**config.mk**
```make
export PLATFORM = sky130hd
export DESIGN_NAME = pcm_port
export DESIGN_NICKNAME = d
export VERILOG_FILES = /design/src/rtl/pcm_pkg.sv /design/src/rtl/pcm_sync.sv /design/src/rtl/pcm_edge.sv /design/src/rtl/pcm_mode_det.sv /design/src/rtl/pcm_tx.sv /design/src/rtl/pcm_rx.sv /design/src/rtl/pcm_port.sv
export SDC_FILE = /design/constraint.sdc
export NUM_CORES = 1
export LEC_CHECK = 0
export BUFFER_PORTS_ARGS = -buffer_cell sky130_fd_sc_hd__buf_2
export CORE_MARGIN = 1
export CORE_UTILIZATION = 37
export DETAILED_ROUTE_END_ITERATION = 6
export GPL_TIMING_DRIVEN = 1
export PLACE_DENSITY = 0.52
export SLEW_MARGIN = 10
export SYNTH_ARGS = -nofsm -noshare
export SYNTH_HDL_FRONTEND = slang
export SYNTH_SLANG_ARGS = --single-unit
```
**constraint.sdc**
```tcl
create_clock -name clk -period 1.45 [get_ports clk]
set_input_delay 0.0725 -clock clk [delete_from_list [all_inputs] [get_ports clk]]
set_output_delay 0.0725 -clock clk [all_outputs]
set_load 0.03 [all_outputs]
```
**src/rtl/pcm_pkg.sv**
```systemverilog
package pcm_pkg;
   typedef enum logic [1:0] {
      TX_IDLE,
      TX_WAIT,
      TX_SHIFT,
      TX_TAIL
   } tx_state_e;

   typedef enum logic {
      RX_IDLE,
      RX_CAP
   } rx_state_e;
endpackage

```
**src/rtl/pcm_sync.sv**
```systemverilog
module pcm_sync #(
   parameter int WIDTH  = 1,
   parameter int STAGES = 2
) (
   input  logic             clk,
   input  logic             rst_n,
   input  logic [WIDTH-1:0] d,
   output logic [WIDTH-1:0] q
);
   generate
      if (STAGES < 2) begin : g_bad_stages
         $error("pcm_sync: STAGES must be at least 2");
      end
   endgenerate

   logic [WIDTH-1:0] pipe [STAGES];

   always_ff @(posedge clk or negedge rst_n) begin
      if (!rst_n) pipe[0] <= '0;
      else        pipe[0] <= d;
   end

   generate
      for (genvar s = 1; s < STAGES; s++) begin : g_stage
         always_ff @(posedge clk or negedge rst_n) begin
            if (!rst_n) pipe[s] <= '0;
            else        pipe[s] <= pipe[s-1];
         end
      end
   endgenerate

   assign q = pipe[STAGES-1];
endmodule

```
**src/rtl/pcm_edge.sv**
```systemverilog
module pcm_edge #(
   parameter int WIDTH = 1
) (
   input  logic             clk,
   input  logic             rst_n,
   input  logic [WIDTH-1:0] sig,
   output logic [WIDTH-1:0] rise,
   output logic [WIDTH-1:0] fall
);
   logic [WIDTH-1:0] prev_q;

   always_ff @(posedge clk or negedge rst_n) begin
      if (!rst_n) prev_q <= '0;
      else        prev_q <= sig;
   end

   assign rise = sig & ~prev_q;
   assign fall = ~sig & prev_q;
endmodule

```
**src/rtl/pcm_mode_det.sv**
```systemverilog
module pcm_mode_det #(
   parameter int LONG_MIN = 3,
   localparam int CNT_W   = $clog2(LONG_MIN + 1)
) (
   input  logic clk,
   input  logic rst_n,
   input  logic bfall,
   input  logic fs,
   input  logic fs_rise,
   input  logic fs_fall,
   output logic long_mode
);
   generate
      if (LONG_MIN < 2) begin : g_bad_min
         $error("pcm_mode_det: LONG_MIN must be at least 2");
      end
   endgenerate

   logic [CNT_W-1:0] width_q;
   logic [CNT_W-1:0] base;
   logic             bump;

   always_comb begin
      base = fs_rise ? '0 : width_q;
      bump = bfall && fs && (base < CNT_W'(LONG_MIN));
   end

   always_ff @(posedge clk or negedge rst_n) begin
      if (!rst_n) begin
         width_q   <= '0;
         long_mode <= 1'b0;
      end else begin
         width_q <= base + CNT_W'(bump);
         if (fs_fall) begin
            if (width_q >= CNT_W'(LONG_MIN))  long_mode <= 1'b1;
            else if (width_q == CNT_W'(1))    long_mode <= 1'b0;
         end
      end
   end

   // the framing only changes in the cycle after the sync falls
   a_r2_mode_on_sync_fall: assert property (@(posedge clk) disable iff (!rst_n)
      !$stable(long_mode) |-> $past(fs_fall));
endmodule

```
**src/rtl/pcm_tx.sv**
```systemverilog
module pcm_tx
   import pcm_pkg::*;
#(
   parameter int WORD_W = 8,
   localparam int CNT_W = $clog2(WORD_W + 1)
) (
   input  logic              clk,
   input  logic              rst_n,
   input  logic              long_mode,
   input  logic              blevel,
   input  logic              brise,
   input  logic              bfall,
   input  logic              fs,
   input  logic              fs_rise,
   input  logic [WORD_W-1:0] tx_byte,
   output logic              dout,
   output logic              oe
);
   tx_state_e         state_q;
   logic [WORD_W-1:0] sh_q;
   logic [WORD_W-1:0] hold_q;
   logic [CNT_W-1:0]  cnt_q;
   logic              flong_q;
   logic              start;

   assign start = (state_q == TX_IDLE) &&
                  (long_mode ? fs_rise : (bfall && fs));

   always_ff @(posedge clk or negedge rst_n) begin
      if (!rst_n) begin
         state_q <= TX_IDLE;
         sh_q    <= '0;
         hold_q  <= '0;
         cnt_q   <= '0;
         flong_q <= 1'b0;
         oe      <= 1'b0;
      end else begin
         case (state_q)
            TX_IDLE: if (start) begin
               sh_q    <= hold_q;
               hold_q  <= tx_byte;
               flong_q <= long_mode;
               if (long_mode && blevel) begin
                  state_q <= TX_SHIFT;
                  oe      <= 1'b1;
                  cnt_q   <= CNT_W'(1);
               end else begin
                  state_q <= TX_WAIT;
               end
            end
            TX_WAIT: if (brise) begin
               state_q <= TX_SHIFT;
               oe      <= 1'b1;
               cnt_q   <= CNT_W'(1);
            end
            TX_SHIFT: begin
               if (brise && cnt_q < CNT_W'(WORD_W)) begin
                  sh_q  <= {sh_q[WORD_W-2:0], 1'b0};
                  cnt_q <= cnt_q + CNT_W'(1);
               end else if (bfall && cnt_q == CNT_W'(WORD_W)) begin
                  if (flong_q && fs) begin
                     state_q <= TX_TAIL;
                  end else begin
                     state_q <= TX_IDLE;
                     oe      <= 1'b0;
                  end
               end
            end
            TX_TAIL: if (!fs) begin
               state_q <= TX_IDLE;
               oe      <= 1'b0;
            end
            default: state_q <= TX_IDLE;
         endcase
      end
   end

   assign dout = oe & sh_q[WORD_W-1];

   // the enable drops only on a bit-clock falling edge or a low sync
   a_r5_oe_drop_cause: assert property (@(posedge clk) disable iff (!rst_n)
      $fell(oe) |-> $past(bfall || !fs));
   // the data bit moves only after a bit-clock rising edge
   a_r7_bit_on_rise: assert property (@(posedge clk) disable iff (!rst_n)
      (oe && $past(oe) && !$stable(sh_q[WORD_W-1])) |-> $past(brise));
   // the enable rises only on a rising bit clock or rising sync
   a_r4_oe_rise_cause: assert property (@(posedge clk) disable iff (!rst_n)
      $rose(oe) |-> $past(brise || fs_rise));
endmodule

```
**src/rtl/pcm_rx.sv**
```systemverilog
module pcm_rx
   import pcm_pkg::*;
#(
   parameter int WORD_W = 8,
   localparam int CNT_W = $clog2(WORD_W + 1)
) (
   input  logic              clk,
   input  logic              rst_n,
   input  logic              long_mode,
   input  logic              bfall,
   input  logic              fs,
   input  logic              fs_rise,
   input  logic              din,
   output logic [WORD_W-1:0] rx_byte,
   output logic              rx_valid
);
   rx_state_e         state_q;
   logic [WORD_W-1:0] sh_q;
   logic [CNT_W-1:0]  cnt_q;
   logic              arm;

   assign arm = long_mode ? fs_rise : (bfall && fs);

   always_ff @(posedge clk or negedge rst_n) begin
      if (!rst_n) begin
         state_q  <= RX_IDLE;
         sh_q     <= '0;
         cnt_q    <= '0;
         rx_byte  <= '0;
         rx_valid <= 1'b0;
      end else begin
         rx_valid <= 1'b0;
         case (state_q)
            RX_IDLE: if (arm) begin
               state_q <= RX_CAP;
               cnt_q   <= '0;
            end
            RX_CAP: if (bfall) begin
               sh_q  <= {sh_q[WORD_W-2:0], din};
               cnt_q <= cnt_q + CNT_W'(1);
               if (cnt_q == CNT_W'(WORD_W - 1)) begin
                  rx_byte  <= {sh_q[WORD_W-2:0], din};
                  rx_valid <= 1'b1;
                  state_q  <= RX_IDLE;
               end
            end
            default: state_q <= RX_IDLE;
         endcase
      end
   end

   // the strobe lasts a single cycle
   a_r10_valid_single: assert property (@(posedge clk) disable iff (!rst_n)
      rx_valid |=> !rx_valid);
   // a byte completes only on a bit-clock falling edge
   a_r8_valid_on_fall: assert property (@(posedge clk) disable iff (!rst_n)
      rx_valid |-> $past(bfall));
endmodule

```
**src/rtl/pcm_port.sv**
```systemverilog
module pcm_port #(
   parameter int WORD_W      = 8,
   parameter int SYNC_STAGES = 2,
   parameter int LONG_MIN    = 3
) (
   input  logic              clk,
   input  logic              rst_n,
   input  logic              bclk_tx,
   input  logic              bclk_rx,
   input  logic              fs_tx,
   input  logic              fs_rx,
   input  logic              rx_din,
   input  logic [WORD_W-1:0] tx_byte,
   output logic              tx_dout,
   output logic              tx_oe,
   output logic [WORD_W-1:0] rx_byte,
   output logic              rx_valid
);
   localparam int I_BTX = 0;
   localparam int I_BRX = 1;
   localparam int I_FTX = 2;
   localparam int I_FRX = 3;
   localparam int N_EDGE = 4;
   localparam int N_SYNC = N_EDGE + 1;

   generate
      if (WORD_W < 2) begin : g_bad_word
         $error("pcm_port: WORD_W must be at least 2");
      end
   endgenerate

   logic [N_SYNC-1:0] raw, synced;
   logic [N_EDGE-1:0] rises, falls;
   logic              long_mode;

   assign raw = {rx_din, fs_rx, fs_tx, bclk_rx, bclk_tx};

   pcm_sync #(.WIDTH(N_SYNC), .STAGES(SYNC_STAGES)) u_sync (
      .clk   (clk),
      .rst_n (rst_n),
      .d     (raw),
      .q     (synced)
   );

   pcm_edge #(.WIDTH(N_EDGE)) u_edge (
      .clk   (clk),
      .rst_n (rst_n),
      .sig   (synced[N_EDGE-1:0]),
      .rise  (rises),
      .fall  (falls)
   );

   pcm_mode_det #(.LONG_MIN(LONG_MIN)) u_mode (
      .clk       (clk),
      .rst_n     (rst_n),
      .bfall     (falls[I_BTX]),
      .fs        (synced[I_FTX]),
      .fs_rise   (rises[I_FTX]),
      .fs_fall   (falls[I_FTX]),
      .long_mode (long_mode)
   );

   pcm_tx #(.WORD_W(WORD_W)) u_tx (
      .clk       (clk),
      .rst_n     (rst_n),
      .long_mode (long_mode),
      .blevel    (synced[I_BTX]),
      .brise     (rises[I_BTX]),
      .bfall     (falls[I_BTX]),
      .fs        (synced[I_FTX]),
      .fs_rise   (rises[I_FTX]),
      .tx_byte   (tx_byte),
      .dout      (tx_dout),
      .oe        (tx_oe)
   );

   pcm_rx #(.WORD_W(WORD_W)) u_rx (
      .clk       (clk),
      .rst_n     (rst_n),
      .long_mode (long_mode),
      .bfall     (falls[I_BRX]),
      .fs        (synced[I_FRX]),
      .fs_rise   (rises[I_FRX]),
      .din       (synced[N_SYNC-1]),
      .rx_byte   (rx_byte),
      .rx_valid  (rx_valid)
   );

   // the enable is low in the cycle after reset
   a_r1_reset_quiet: assert property (@(posedge clk)
      !rst_n |=> !tx_oe && !rx_valid);
   // the serial data is 0 whenever the driver is disabled
   a_r3_dout_idle_low: assert property (@(posedge clk) disable iff (!rst_n)
      !tx_oe |-> !tx_dout);
endmodule

```
==> summary.txt, run 1 <==
Detailed routing
  – WL/cell: 13.0 µm
  – Drt total wl: 4.87 mm
  – Initial DRC count: 61
  – DR pass1 iterations: 4
  – DRC: 0
  – DRT antenna net count: 0
  – Via/cell ratio: 4.60
  – Vias: 1720

Pwr
  – Power density over cell area: about 1800 nW/µm²
  – VDD IR max: 1.03 mV
  – Leak Pwr: approximately 1.6 nW
  – Power Total: 6.03 mW

Clocking
  – Clock latency on the worst-skew pair: 0.34 ns
  – CTS tree: yes
  – Total CTS buffers: 9
  – Clock buffer depth: 2
  – Clock Root Buffer: clkbuf_8
  – Reg clk slew, reported paths: 0.07 ns
  – CTS sink cnt: between 60 and 70
  – H-Tree Level Count: 3

Timing
  – RSZ-0062 raised after global routing: yes
  – Final worst setup slack: -0.0246 ns
  – Final Hold Vio Count: 0
  – Min Hold Slack: 0.189 ns
  – Worst-Margin Slew: between 0.3 and 0.4 ns
  – Highest Clock Rate: 678 MHz
  – Tmin final: between 1 and 1.5 ns
  – Final Max Slew Viols: 0
  – Rel. slew slack: 73.9%
  – Final Skew: between 0.008 and 0.009 ns
  – Final setup fails: 8
  – Fin crit share: 102%

Setup path
  – WP data arrival: around 1.7 ns
  – Crit path cell chain: ha_1, nand3b_1, nor3b_2, nand2_2, mux2_2
  – CP Depth: 5
  – Worst Setup End Kind: register
  – CP top delay family: simple AND/OR/NAND/NOR gates
  – Worst path bufs/invs: 0
  – WP data required: 1.67 ns
  – Setup CP Type: reg2reg
  – R2R cell count: 5
  – Slowest CP cell: dfrtp_1
  – Worst setup SP type: register
  – Crit-path max cell delay: 0.36 ns
  – Max Fanout on Critical Path: 9

Global routing
  – Initial antenna violation count: 0
  – Vias in the first global route: 1671
  – Largest net degree at the start of global routing: 23
  – Grt total ovfl: 0
  – Global-route wire length before repair: 8.11 mm
  – Total GRT Usage: 14.6%

Place
  – Gpl congestion: 0.797
  – HPWL Detailed: 3.29 mm
  – Placed instance area: 3020 µm²
  – Port Buffers: 25

Cells and area
  – Layout cell share with drive strength beyond 1: 37.4%
  – Cell area after layout: approximately 3400 µm²
  – Area growth from synthesis to layout: 30.0%
  – Finished Core Util: around half
  – # nets final: 292
  – N_diodes: 0
  – Fillers: roughly 650

Yosys
  – Number of synthesized flops with an enable pin: 0
  – Synth unique cells: 43
  – Synthesized area: between 2000 and 3000 µm²
  – FFs w/ async S/R, synth: 100%
  – Post-synthesis sequential area ratio: 59.1%
  – Yosys reg bits: 62
  – Mean Syn Cell Area: ~13 µm²
  – Main flop type after synthesis: dfrtp_1
  – Synthesized netlist net count: 226
  – Mapped Cells: 207
  – Ys Warns: 0

Outcome
  – Outcome: finished with violations
  – Violated checks: setup timing

Die
  – Starting density of the core: 38.4%
  – # rows: 30
  – Die width: 86.2 µm
  – I/O Pins: 26
  – Die area: 7440 µm²
  – Die height: ~86 µm
  – Core Area: 6830 µm²

Hold path
  – Worst hold path class: in2async

Flow run
  – Max Cap Viol: 0
## metrics by stage
stage	instances	setup TNS (ns)	worst slack (ns)
floorplan	207	0	0.0652
global placement	340	-0.0624	-0.00860
detailed placement	340	-0.373	-0.0543
CTS	370	-0.498	-0.0687
global route	374	-1.50	-0.134
finish	374	-0.124	-0.0246
## placed cells by master (no fill, tap or decap), types with 2 or more instances in the layout
cell type	Yosys	routed
dfrtp_1	62	61
buf_2	4	25
mux2_2	24	24
buf_4	1	18
dlygate4sd3_1	0	14
inv_1	12	12
nand3_1	12	12
clkbuf_8	0	10
nand2_1	9	9
o21ai_1	9	9
mux2i_1	9	9
nor2_1	6	5
o21ai_0	5	5
nor2b_1	4	4
ha_1	4	4
buf_12	0	4
a31oi_1	3	3
nand2b_1	4	3
and2_1	3	3
nor3_1	3	3
a21o_1	3	3
a21oi_1	3	3
xnor2_1	2	2
nand2b_4	1	2
a32oi_1	2	2
inv_6	0	2
clkinv_2	0	2
## path summary, 6_finish.rpt
path	start	endpoint	slack, ns
max in group asynchronous	rst_n	u_tx.sh_q[7]$_DFFE_PN0P_	0.78
min in group clk	u_sync.pipe[9]$_DFF_PN0_	u_sync.q[4]$_DFF_PN0_	0.35
min	rst_n	u_sync.pipe[8]$_DFF_PN0_	0.19
min reg2reg	u_sync.pipe[9]$_DFF_PN0_	u_sync.q[4]$_DFF_PN0_	0.35
max reg2reg	u_rx.cnt_q[0]$_DFFE_PN0P_	u_rx.rx_byte[0]$_DFFE_PN0P_	-0.02
max	u_rx.cnt_q[0]$_DFFE_PN0P_	u_rx.rx_byte[0]$_DFFE_PN0P_	-0.02
## registers in the layout (all words and copies together), names as in the netlist
register,count
u_rx.rx_valid,1
u_tx.cnt_q,4
u_rx.rx_byte,8
u_sync.pipe,5
u_rx.sh_q,7
u_rx.state_q,1
u_tx.state_q,2
u_edge.prev_q,4
u_rx.cnt_q,4
u_tx.sh_q,8
u_tx.oe,1
u_mode.width_q,2
u_tx.hold_q,8
u_mode.long_mode,1
u_sync.q,5
u_tx.flong_q,1
## power by group
part	total, mW	internal (mW)	switching (mW)
Sequential	2.71	2.31	0.403
Combinational	1.92	0.989	0.934
Clock	1.39	0.675	0.718
Total	6.03	3.98	2.05
## cells in the mapped netlist (all sizes together) (3+ instances only)
library cell | instances | area share (%)
a21o | 3 | 0.86
a21oi | 3 | 0.57
a31oi | 3 | 0.72
and2 | 4 | 1.0
buf | 6 | 1.5
dfrtp | 62 | 59
ha | 4 | 1.9
inv | 12 | 1.7
mux2 | 24 | 10
mux2i | 9 | 3.4
nand2 | 10 | 1.5
nand2b | 5 | 1.5
nand3 | 12 | 2.3
nor2 | 6 | 0.86
nor2b | 5 | 1.5
nor3 | 3 | 0.57
o21ai | 15 | 3.0
## logic make-up after synthesis
kind of cell | synth area share (%)
buffers and inverters | 3.34
and+or+nand+nor | 12.4
muxes | 13.7
DFF | 59.1
adders and majority gates | 1.91
AOI/OAI and AO/OA | 8.87
xor gates and xnor gates | 0.667
## repair_timing
action,in CTS,in global routing
hold endpoints to repair,65,0
cloned,0,1
pin swaps,0,3
hold buffers,14,0
gates resized for setup,0,5
setup buffers,0,3
setup endpoints to repair,8,25
## layer usage
| metal | part of all wire (%) | global-route usage (%) | vias up |
|---|---|---|---|
| met5 | 0 | 0 | - |
| met4 | 2.2 | 8.18 | 0 |
| met3 | 2.4 | 3.43 | 9 |
| met2 | 43 | 20.4 | 30 |
| met1 | 52 | 20.9 | 822 |
| li1 | - | - | 859 |
## layout make-up
class / instances / area, µm² / area share (%)
inverter: 12 / 45.0 / 1.32
clock buffer: 10 / 138 / 4.03
sequential: 62 / 1550 / 45.5
clock inverter: 6 / 43.8 / 1.28
tap: 96 / 120 / 3.52
timing repair buffer: 62 / 505 / 14.8
multi-input combinational: 126 / 1010 / 29.5
No activity file was read; power rests on OpenSTA's default activity.
==> inputs of run 2 (changes only) <==
--- a/config.mk
+++ b/config.mk
@@ -5,12 +5,14 @@
 export SDC_FILE = /design/constraint.sdc
 export NUM_CORES = 1
 export LEC_CHECK = 0
+export ABC_AREA = 1
 export BUFFER_PORTS_ARGS = -buffer_cell sky130_fd_sc_hd__buf_2
-export CORE_MARGIN = 1
+export CORE_MARGIN = 2
 export CORE_UTILIZATION = 37
 export DETAILED_ROUTE_END_ITERATION = 6
 export GPL_TIMING_DRIVEN = 1
 export PLACE_DENSITY = 0.52
+export SETUP_SLACK_MARGIN = 0.1
 export SLEW_MARGIN = 10
 export SYNTH_ARGS = -nofsm -noshare
 export SYNTH_HDL_FRONTEND = slang
==> run 2 against run 1 <==
  * The flow now finishes without violations
  * Total power grew 11%
  * Sequential share of layout area shrank 0.48 points
  * Global-route usage shrank 0.76 points
  * Clock skew shrank 0.0052 ns
  * Sequential cell count is the same
  * Critical path depth grew 3
  * Sequential power shrank 3%
  * Combinational power grew 30%
  * Non-clock buffer count shrank 9
  * Final area grew 1.3%
  * Synthesized cell count grew 41%
  * First-iteration DRC count grew 43%
  * Critical path type unchanged
  * Largest power group unchanged
==> summary.txt, run 2 <==
Setup path
  – R2R setup slack: 0.09 ns (was -0.02 ns)
  – WP data arrival: 1.59 ns (was 1.70 ns)
  – Setup CP Type: reg2reg (unchanged)
  – Worst setup SP type: register (unchanged)
  – RR Startpoint: u_sync.q[0]$_DFF_PN0_ (was u_rx.cnt_q[0]$_DFFE_PN0P_)
  – WP data required: 1.68 ns (was 1.67 ns)
  – Max Fanout on Critical Path: 18 (was 9)
  – R2R cell count: 8 (was 5)
  – R2R Path End: u_tx.hold_q[0]$_DFFE_PN0P_ (was u_rx.rx_byte[0]$_DFFE_PN0P_)
  – Worst Setup End Kind: register (unchanged)

Timing
  – Worst-Margin Slew: 0.555 ns (was 0.391 ns)
  – Highest Clock Rate: 735 MHz (was 678 MHz)
  – Final Max Slew Viols: 0 (unchanged)
  – Final setup fails: 0 (was 8)
  – Rel. slew slack: 63.0% (was 73.9%)
  – Final worst setup slack: 0.0899 ns (was -0.0246 ns)
  – Final Hold Vio Count: 0 (unchanged)
  – TNS Setup: 0 ns (was -0.124 ns)
  – Tmin final: 1.36 ns (was 1.47 ns)
  – Final Skew: 0.00321 ns (was 0.00842 ns)
  – Min Hold Slack: 0.259 ns (was 0.189 ns)
  – RSZ-0062 raised after global routing: yes (unchanged)
  – Fin crit share: 93.8% (was 102%)

Cells and area
  – N_diodes: 0 (unchanged)
  – Fin cells: 455 (was 374)
  – Area growth from synthesis to layout: 28.3% (was 30.0%)
  – Biggest regs: u_rx.rx_byte (8), u_tx.hold_q (8), u_tx.sh_q (8) (unchanged)
  – Cell area after layout: 3460 µm² (was 3410 µm²)
  – # nets final: 370 (was 292)
  – Finished Core Util: 48.5% (was 50.0%)
  – Commonest cells after routing, fill and taps aside: nand2_1 (68), dfrtp_1 (58), inv_1 (40) (was dfrtp_1 (61), buf_2 (25), mux2_2 (24))
  – Commonest non-fill, non-tap cell in the layout: nand2_1 (was dfrtp_1)
  – Layout cell share with drive strength beyond 1: 30.1% (was 37.4%)

Clocking
  – CTS sink cnt: 62 (unchanged)
  – H-Tree Level Count: 3 (unchanged)
  – Total CTS buffers: 9 (unchanged)
  – Clock Root Buffer: clkbuf_8 (unchanged)
  – Reg clk slew, reported paths: 0.07 ns (about the same)
  – Clock latency on the worst-skew pair: 0.34 ns (about the same)
  – Clock buffer depth: 2 (unchanged)
  – CTS tree: yes (unchanged)

Pwr
  – Power density over cell area: 1930 nW/µm² (was 1770 nW/µm²)
  – Leak Pwr: 1.74 nW (was 1.59 nW)
  – Power Total: 6.66 mW (was 6.03 mW)
  – VDD IR max: 0.688 mV (was 1.03 mV)

Yosys
  – Synth Area in Simple Gates: 20.1% (was 12.4%)
  – Cell with the most instances after synthesis: nand2_1 (was dfrtp_1)
  – Post-synthesis sequential area ratio: 57.6% (was 59.1%)
  – Main flop type after synthesis: dfrtp_1 (unchanged)
  – Largest family of logic cells by synthesized area: simple AND/OR/NAND/NOR gates (was multiplexers)
  – Share of the synthesized area in the top cell type: 57.6% (was 59.1%)
  – Synthesized netlist net count: 311 (was 226)
  – Synth Area in XOR/XNOR: 0.975% (was 0.667%)
  – FFs w/ async S/R, synth: 100% (unchanged)
  – Leading post-synthesis cells by cell area: dfrtp_1 (58%), nand2_1 (11%), inv_1 (5.7%) (was dfrtp_1 (59%), mux2_2 (10%), mux2i_1 (3.4%))
  – Adder-Cell Fraction of Synth Area: 1.86% (was 1.91%)
  – Synthesized area: 2700 µm² (was 2630 µm²)
  – Area fraction in compound gates after synthesis: 11.6% (was 8.87%)
  – Mapped Cells: 292 (was 207)
  – Ys Warns: 0 (unchanged)
  – Post-synth top cells: nand2_1 (79), dfrtp_1 (62), inv_1 (41), o21ai_0 (20), nand3_1 (14) (was dfrtp_1 (62), mux2_2 (24), inv_1 (12), nand3_1 (12))
  – Post-synth top area cell: dfrtp_1 (unchanged)
  – Yosys reg bits: 62 (unchanged)
  – Synth unique cells: 27 (was 43)
  – Mean Syn Cell Area: 9.23 µm² (was 12.7 µm²)
  – Number of synthesized flops with an enable pin: 0 (unchanged)
  – Multiplexer share of the synthesized area: 0% (was 13.7%)

Die
  – Die width: 89.3 µm (was 86.2 µm)
  – # rows: 31 (was 30)
  – Die height: 89.3 µm (was 86.2 µm)
  – Die area: 7980 µm² (was 7440 µm²)
  – Starting density of the core: 37.8% (was 38.4%)
  – I/O Pins: 26 (unchanged)
  – Core Area: 7140 µm² (was 6830 µm²)

Detailed routing
  – Via/cell ratio: 4.38 (was 4.60)
  – Initial DRC count: 87 (was 61)
  – DRT antenna net count: 0 (unchanged)
  – WL/cell: 10.9 µm (was 13.0 µm)
  – Vias: 1992 (was 1720)
  – Drt total wl: 4.98 mm (was 4.87 mm)
  – DR pass1 iterations: 4 (unchanged)
  – DRC: 0 (unchanged)

Place
  – Placed instance area: 2970 µm² (was 3020 µm²)
  – Port Buffers: 25 (unchanged)
  – Gpl congestion: 0.764 (was 0.797)
  – Placed cell count: 416 (was 340)
  – Placement Setup Slack: 0.0731 ns (was -0.0543 ns)
  – HPWL Detailed: 3.23 mm (was 3.29 mm)

Global routing
  – Global-route wire length before repair: 8.38 mm (was 8.11 mm)
  – Vias in the first global route: 1805 (was 1671)
  – Grt total ovfl: 0 (unchanged)
  – Total GRT Usage: 13.8% (was 14.6%)
  – Initial antenna violation count: 0 (unchanged)
  – Largest net degree at the start of global routing: 24 (was 23)

Outcome
  – Outcome: finished, final reports clean (was finished with violations)

Flow run
  – Max Cap Viol: 0 (unchanged)

Hold path
  – Worst hold path class: in2async (unchanged)
run 2: where the power goes:
part	switching [mW]	internal, mW	total (mW)
combinational	1.54	0.948	2.49
sequential	0.351	2.27	2.62
clock	0.671	0.887	1.56
total	2.56	4.10	6.66
run 2: critical path, stage by stage, from the launching register on:
cell     delay [ns]
dfrtp_1        0.43
inv_2          0.09
nand3_2        0.08
nand2_2        0.11
buf_4          0.12
nand3_4        0.07
buf_4          0.22
nand2_1        0.08
o21ai_1        0.05
run 2: metal layers:
metal  track usage, %  share of wire [%]
met5                0                  0
met4             7.33                2.1
met3             3.05                3.1
met2             19.5                 44
met1             19.8                 51
run 2: cells by family (layout without fill, tap and decap cells):
kind of cell / Yosys count / after routing
AND/OR/NAND/NOR: 120 / 120
flip-flops: 62 / 62
AO/OA/AOI/OAI: 52 / 52
buffers and inverters: 51 / 115
adder cells (fa/ha/maj): 4 / 4
XOR/XNOR: 3 / 3
run 2: area by class of cell:
cell class | instances | area [µm²]
well taps | 99 | 124
clock buffers | 11 | 151
inverters | 46 | 173
fillers | 704 | 3680
flip-flops and latches | 62 | 1560
repair buffers | 53 | 399
clock inverters | 5 | 56.3
multi-input cells | 179 | 998
run 2: timing repair:
item	CTS	global route
cloned	0	1
buffers inserted	4	4
endpoints found under the hold margin	31	0
pin swaps	0	10
endpoints found under the setup margin	10	35
hold buffers	14	0
resized for setup	2	32
run 2: worst max path at each step:
| stage | cells past startpoint | from | slack [ns] | to |
|---|---|---|---|---|
| after CTS | 11 | u_tx.cnt_q[0]$_DFFE_PN0P_ | 0.12 | u_tx.oe$_DFFE_PN0P_ |
| after floorplan | 7 | u_rx.cnt_q[0]$_DFFE_PN0P_ | 0.15 | u_rx.rx_byte[5]$_DFFE_PN0P_ |
| after detailed placement | 11 | u_tx.cnt_q[0]$_DFFE_PN0P_ | 0.07 | u_tx.oe$_DFFE_PN0P_ |
| after global placement | 11 | u_tx.cnt_q[0]$_DFFE_PN0P_ | 0.06 | u_tx.oe$_DFFE_PN0P_ |
| after global routing | 8 | u_sync.q[0]$_DFF_PN0_ | -0.01 | u_tx.hold_q[0]$_DFFE_PN0P_ |
| final | 8 | u_sync.q[0]$_DFF_PN0_ | 0.09 | u_tx.hold_q[0]$_DFFE_PN0P_ |
==> inputs of run 3 (changes only) <==
--- a/config.mk
+++ b/config.mk
@@ -12,7 +12,6 @@
 export DETAILED_ROUTE_END_ITERATION = 6
 export GPL_TIMING_DRIVEN = 1
 export PLACE_DENSITY = 0.52
-export SETUP_SLACK_MARGIN = 0.1
 export SLEW_MARGIN = 10
 export SYNTH_ARGS = -nofsm -noshare
 export SYNTH_HDL_FRONTEND = slang
==> run 3 against run 2 <==
  * Largest power group unchanged
  * Via count shrank 2.1%
  * Combinational power decreased by 8.0%
  * Register-to-register slack improved by 0.02 ns
==> summary.txt, run 3 (synthesis results as in run 2) <==
Outcome
  – Outcome: finished, final reports clean (unchanged)

Setup path
  – Max Fanout on Critical Path: 7 (was 18)
  – Setup CP Type: reg2reg (unchanged)
  – WP data arrival: 1.57 ns (was 1.59 ns)
  – Slowest CP cell: dfrtp_1 (unchanged)
  – RR Startpoint: u_tx.state_q[0]$_DFFE_PN0P_ (was u_sync.q[0]$_DFF_PN0_)
  – Crit path cell chain: nor2_4, o21ai_2, nand2_2, a21oi_1, nand2_1, nand2_1, nand2_1 (was inv_2, nand3_2, nand2_2, buf_4, nand3_4, buf_4, nand2_1, o21ai_1)
  – R2R Path End: u_tx.oe$_DFFE_PN0P_ (was u_tx.hold_q[0]$_DFFE_PN0P_)
  – R2R cell count: 7 (was 8)
  – Most frequent cell on the critical path: nand2_1 (was buf_4)
  – Worst setup SP type: register (unchanged)
  – CP top delay family: flip-flops (unchanged)
  – Worst Setup End Kind: register (unchanged)
  – WP data required: 1.68 ns (about the same)
  – Crit-path max cell delay: 0.55 ns (was 0.43 ns)
  – Worst path bufs/invs: 0 (was 3)
  – R2R setup slack: 0.11 ns (was 0.09 ns)

Cells and area
  – Biggest regs: u_rx.rx_byte (8), u_tx.hold_q (8), u_tx.sh_q (8) (unchanged)
  – N_diodes: 0 (unchanged)
  – Cell area after layout: 3370 µm² (was 3460 µm²)
  – # nets final: 364 (was 370)
  – Finished Core Util: 47.2% (was 48.5%)
  – Commonest non-fill, non-tap cell in the layout: nand2_1 (unchanged)
  – Fillers: 718 (was 704)
  – Commonest cells after routing, fill and taps aside: nand2_1 (74), dfrtp_1 (59), inv_1 (41) (was nand2_1 (68), dfrtp_1 (58), inv_1 (40))
  – FF/Latch Area: 1560 µm² (about the same)
  – Area growth from synthesis to layout: 25.1% (was 28.3%)
  – Multi-input logic area: 957 µm² (was 998 µm²)
  – Layout cell share with drive strength beyond 1: 26.0% (was 30.1%)

Timing
  – Final Skew: 0.00367 ns (was 0.00321 ns)
  – TNS Setup: 0 ns (unchanged)
  – Tmin final: 1.34 ns (was 1.36 ns)
  – Fin crit share: 92.1% (was 93.8%)
  – Worst-Margin Slew: 0.545 ns (was 0.555 ns)
  – Min Hold Slack: 0.254 ns (was 0.259 ns)
  – Highest Clock Rate: 749 MHz (was 735 MHz)
  – Final Max Slew Viols: 0 (unchanged)
  – Rel. slew slack: 63.7% (was 63.0%)
  – Final setup fails: 0 (unchanged)
  – RSZ-0062 raised after global routing: no (was yes)
  – Final Hold Vio Count: 0 (unchanged)

Place
  – Port Buffers: 25 (unchanged)
  – Gpl congestion: 0.764 (unchanged)
  – Placed instance area: 2970 µm² (unchanged)
  – HPWL Detailed: 3.23 mm (unchanged)

Die
  – Die area: 7980 µm² (unchanged)
  – Die height: 89.3 µm (unchanged)
  – Starting density of the core: 37.8% (unchanged)
  – Core Area: 7140 µm² (unchanged)
  – I/O Pins: 26 (unchanged)
  – Die width: 89.3 µm (unchanged)
  – # rows: 31 (unchanged)

Global routing
  – Largest net degree at the start of global routing: 24 (unchanged)
  – Global-route wire length before repair: 8.31 mm (was 8.38 mm)
  – Vias in the first global route: 1786 (was 1805)
  – Total GRT Usage: 13.7% (was 13.8%)
  – Initial antenna violation count: 0 (unchanged)
  – Grt total ovfl: 0 (unchanged)

Clocking
  – Total CTS buffers: 9 (unchanged)
  – Reg clk slew, reported paths: 0.07 ns (about the same)
  – Clock buffer depth: 2 (unchanged)
  – CTS tree: yes (unchanged)
  – CTS sink cnt: 62 (unchanged)
  – Clock latency on the worst-skew pair: 0.34 ns (about the same)
  – Clock Root Buffer: clkbuf_8 (unchanged)
  – H-Tree Level Count: 3 (unchanged)

Detailed routing
  – Vias: 1951 (was 1992)
  – Drt total wl: 4.79 mm (was 4.98 mm)
  – Via/cell ratio: 4.35 (was 4.38)
  – WL/cell: 10.7 µm (was 10.9 µm)
  – DRC: 0 (unchanged)
  – DRT antenna net count: 0 (unchanged)
  – Initial DRC count: 87 (unchanged)
  – DR pass1 iterations: 4 (unchanged)

Pwr
  – VDD IR max: 0.690 mV (was 0.688 mV)
  – Leak Pwr: 1.71 nW (was 1.74 nW)
  – Power density over cell area: 1920 nW/µm² (was 1930 nW/µm²)

Flow run
  – Max Cap Viol: 0 (unchanged)

Hold path
  – Worst hold path class: in2async (unchanged)
run 3: cell count changes in the layout (fill, tap and decap cells not counted), sizes merged:
| cell | previous run | this run |
|---|---|---|
| buf | 39 | 33 |
run 3: power by group:
part,switching [mW],internal (mW)
Sequential,0.356,2.26
Combinational,1.44,0.847
Clock,0.674,0.887
run 3: area by class of cell:
cell class / count / area share (%)
flip-flops and latches: 62 / 46.1
multi-input cells: 179 / 28.4
repair buffers: 47 / 10.5
inverters: 46 / 5.12
clock buffers: 11 / 4.49
well taps: 99 / 3.67
clock inverters: 5 / 1.67
run 3: per-layer routing:
layer  global-route usage, %  vias up  share of wire (%)
met5                       0        -                  0
met4                    7.33        0                2.1
met3                    3.05        9                3.2
met2                    19.3       30                 43
met1                    19.6      882                 51
li1                        -     1030                  -
run 3: worst reg2reg max path, cell delays in order (launching register included):
cell     delay (ns)
dfrtp_1        0.55
nor2_4         0.11
o21ai_2        0.10
nand2_2        0.10
a21oi_1        0.20
nand2_1        0.08
nand2_1        0.05
nand2_1        0.04
run 3: worst max-delay path by stage:
stage,depth (start not counted),end,slack [ns],start
after detailed placement,11,u_tx.oe$_DFFE_PN0P_,0.07,u_tx.cnt_q[0]$_DFFE_PN0P_
after global placement,11,u_tx.oe$_DFFE_PN0P_,0.06,u_tx.cnt_q[0]$_DFFE_PN0P_
final,7,u_tx.oe$_DFFE_PN0P_,0.11,u_tx.state_q[0]$_DFFE_PN0P_
after floorplan,7,u_rx.rx_byte[5]$_DFFE_PN0P_,0.15,u_rx.cnt_q[0]$_DFFE_PN0P_
after CTS,11,u_tx.oe$_DFFE_PN0P_,0.06,u_tx.cnt_q[0]$_DFFE_PN0P_
after global routing,8,u_tx.cnt_q[1]$_DFFE_PN0P_,0.004,u_tx.state_q[0]$_DFFE_PN0P_
run 3: per-stage QoR:
stage / cells / total power, mW / setup slack [ns]
final: 449 / 6.46 / 0.114
after global placement: 416 / 4.80 / 0.0574
after global routing: 449 / 7.04 / 0.00382
after detailed placement: 416 / 4.83 / 0.0731
after floorplan: 292 / 4.37 / 0.148
after CTS: 446 / 6.46 / 0.0553
run 3: what timing repair did:
action	in CTS	in global routing
endpoints found under the setup margin	0	13
buffers inserted	0	3
resized for setup	0	15
hold endpoints to repair	31	0
hold buffers	14	0
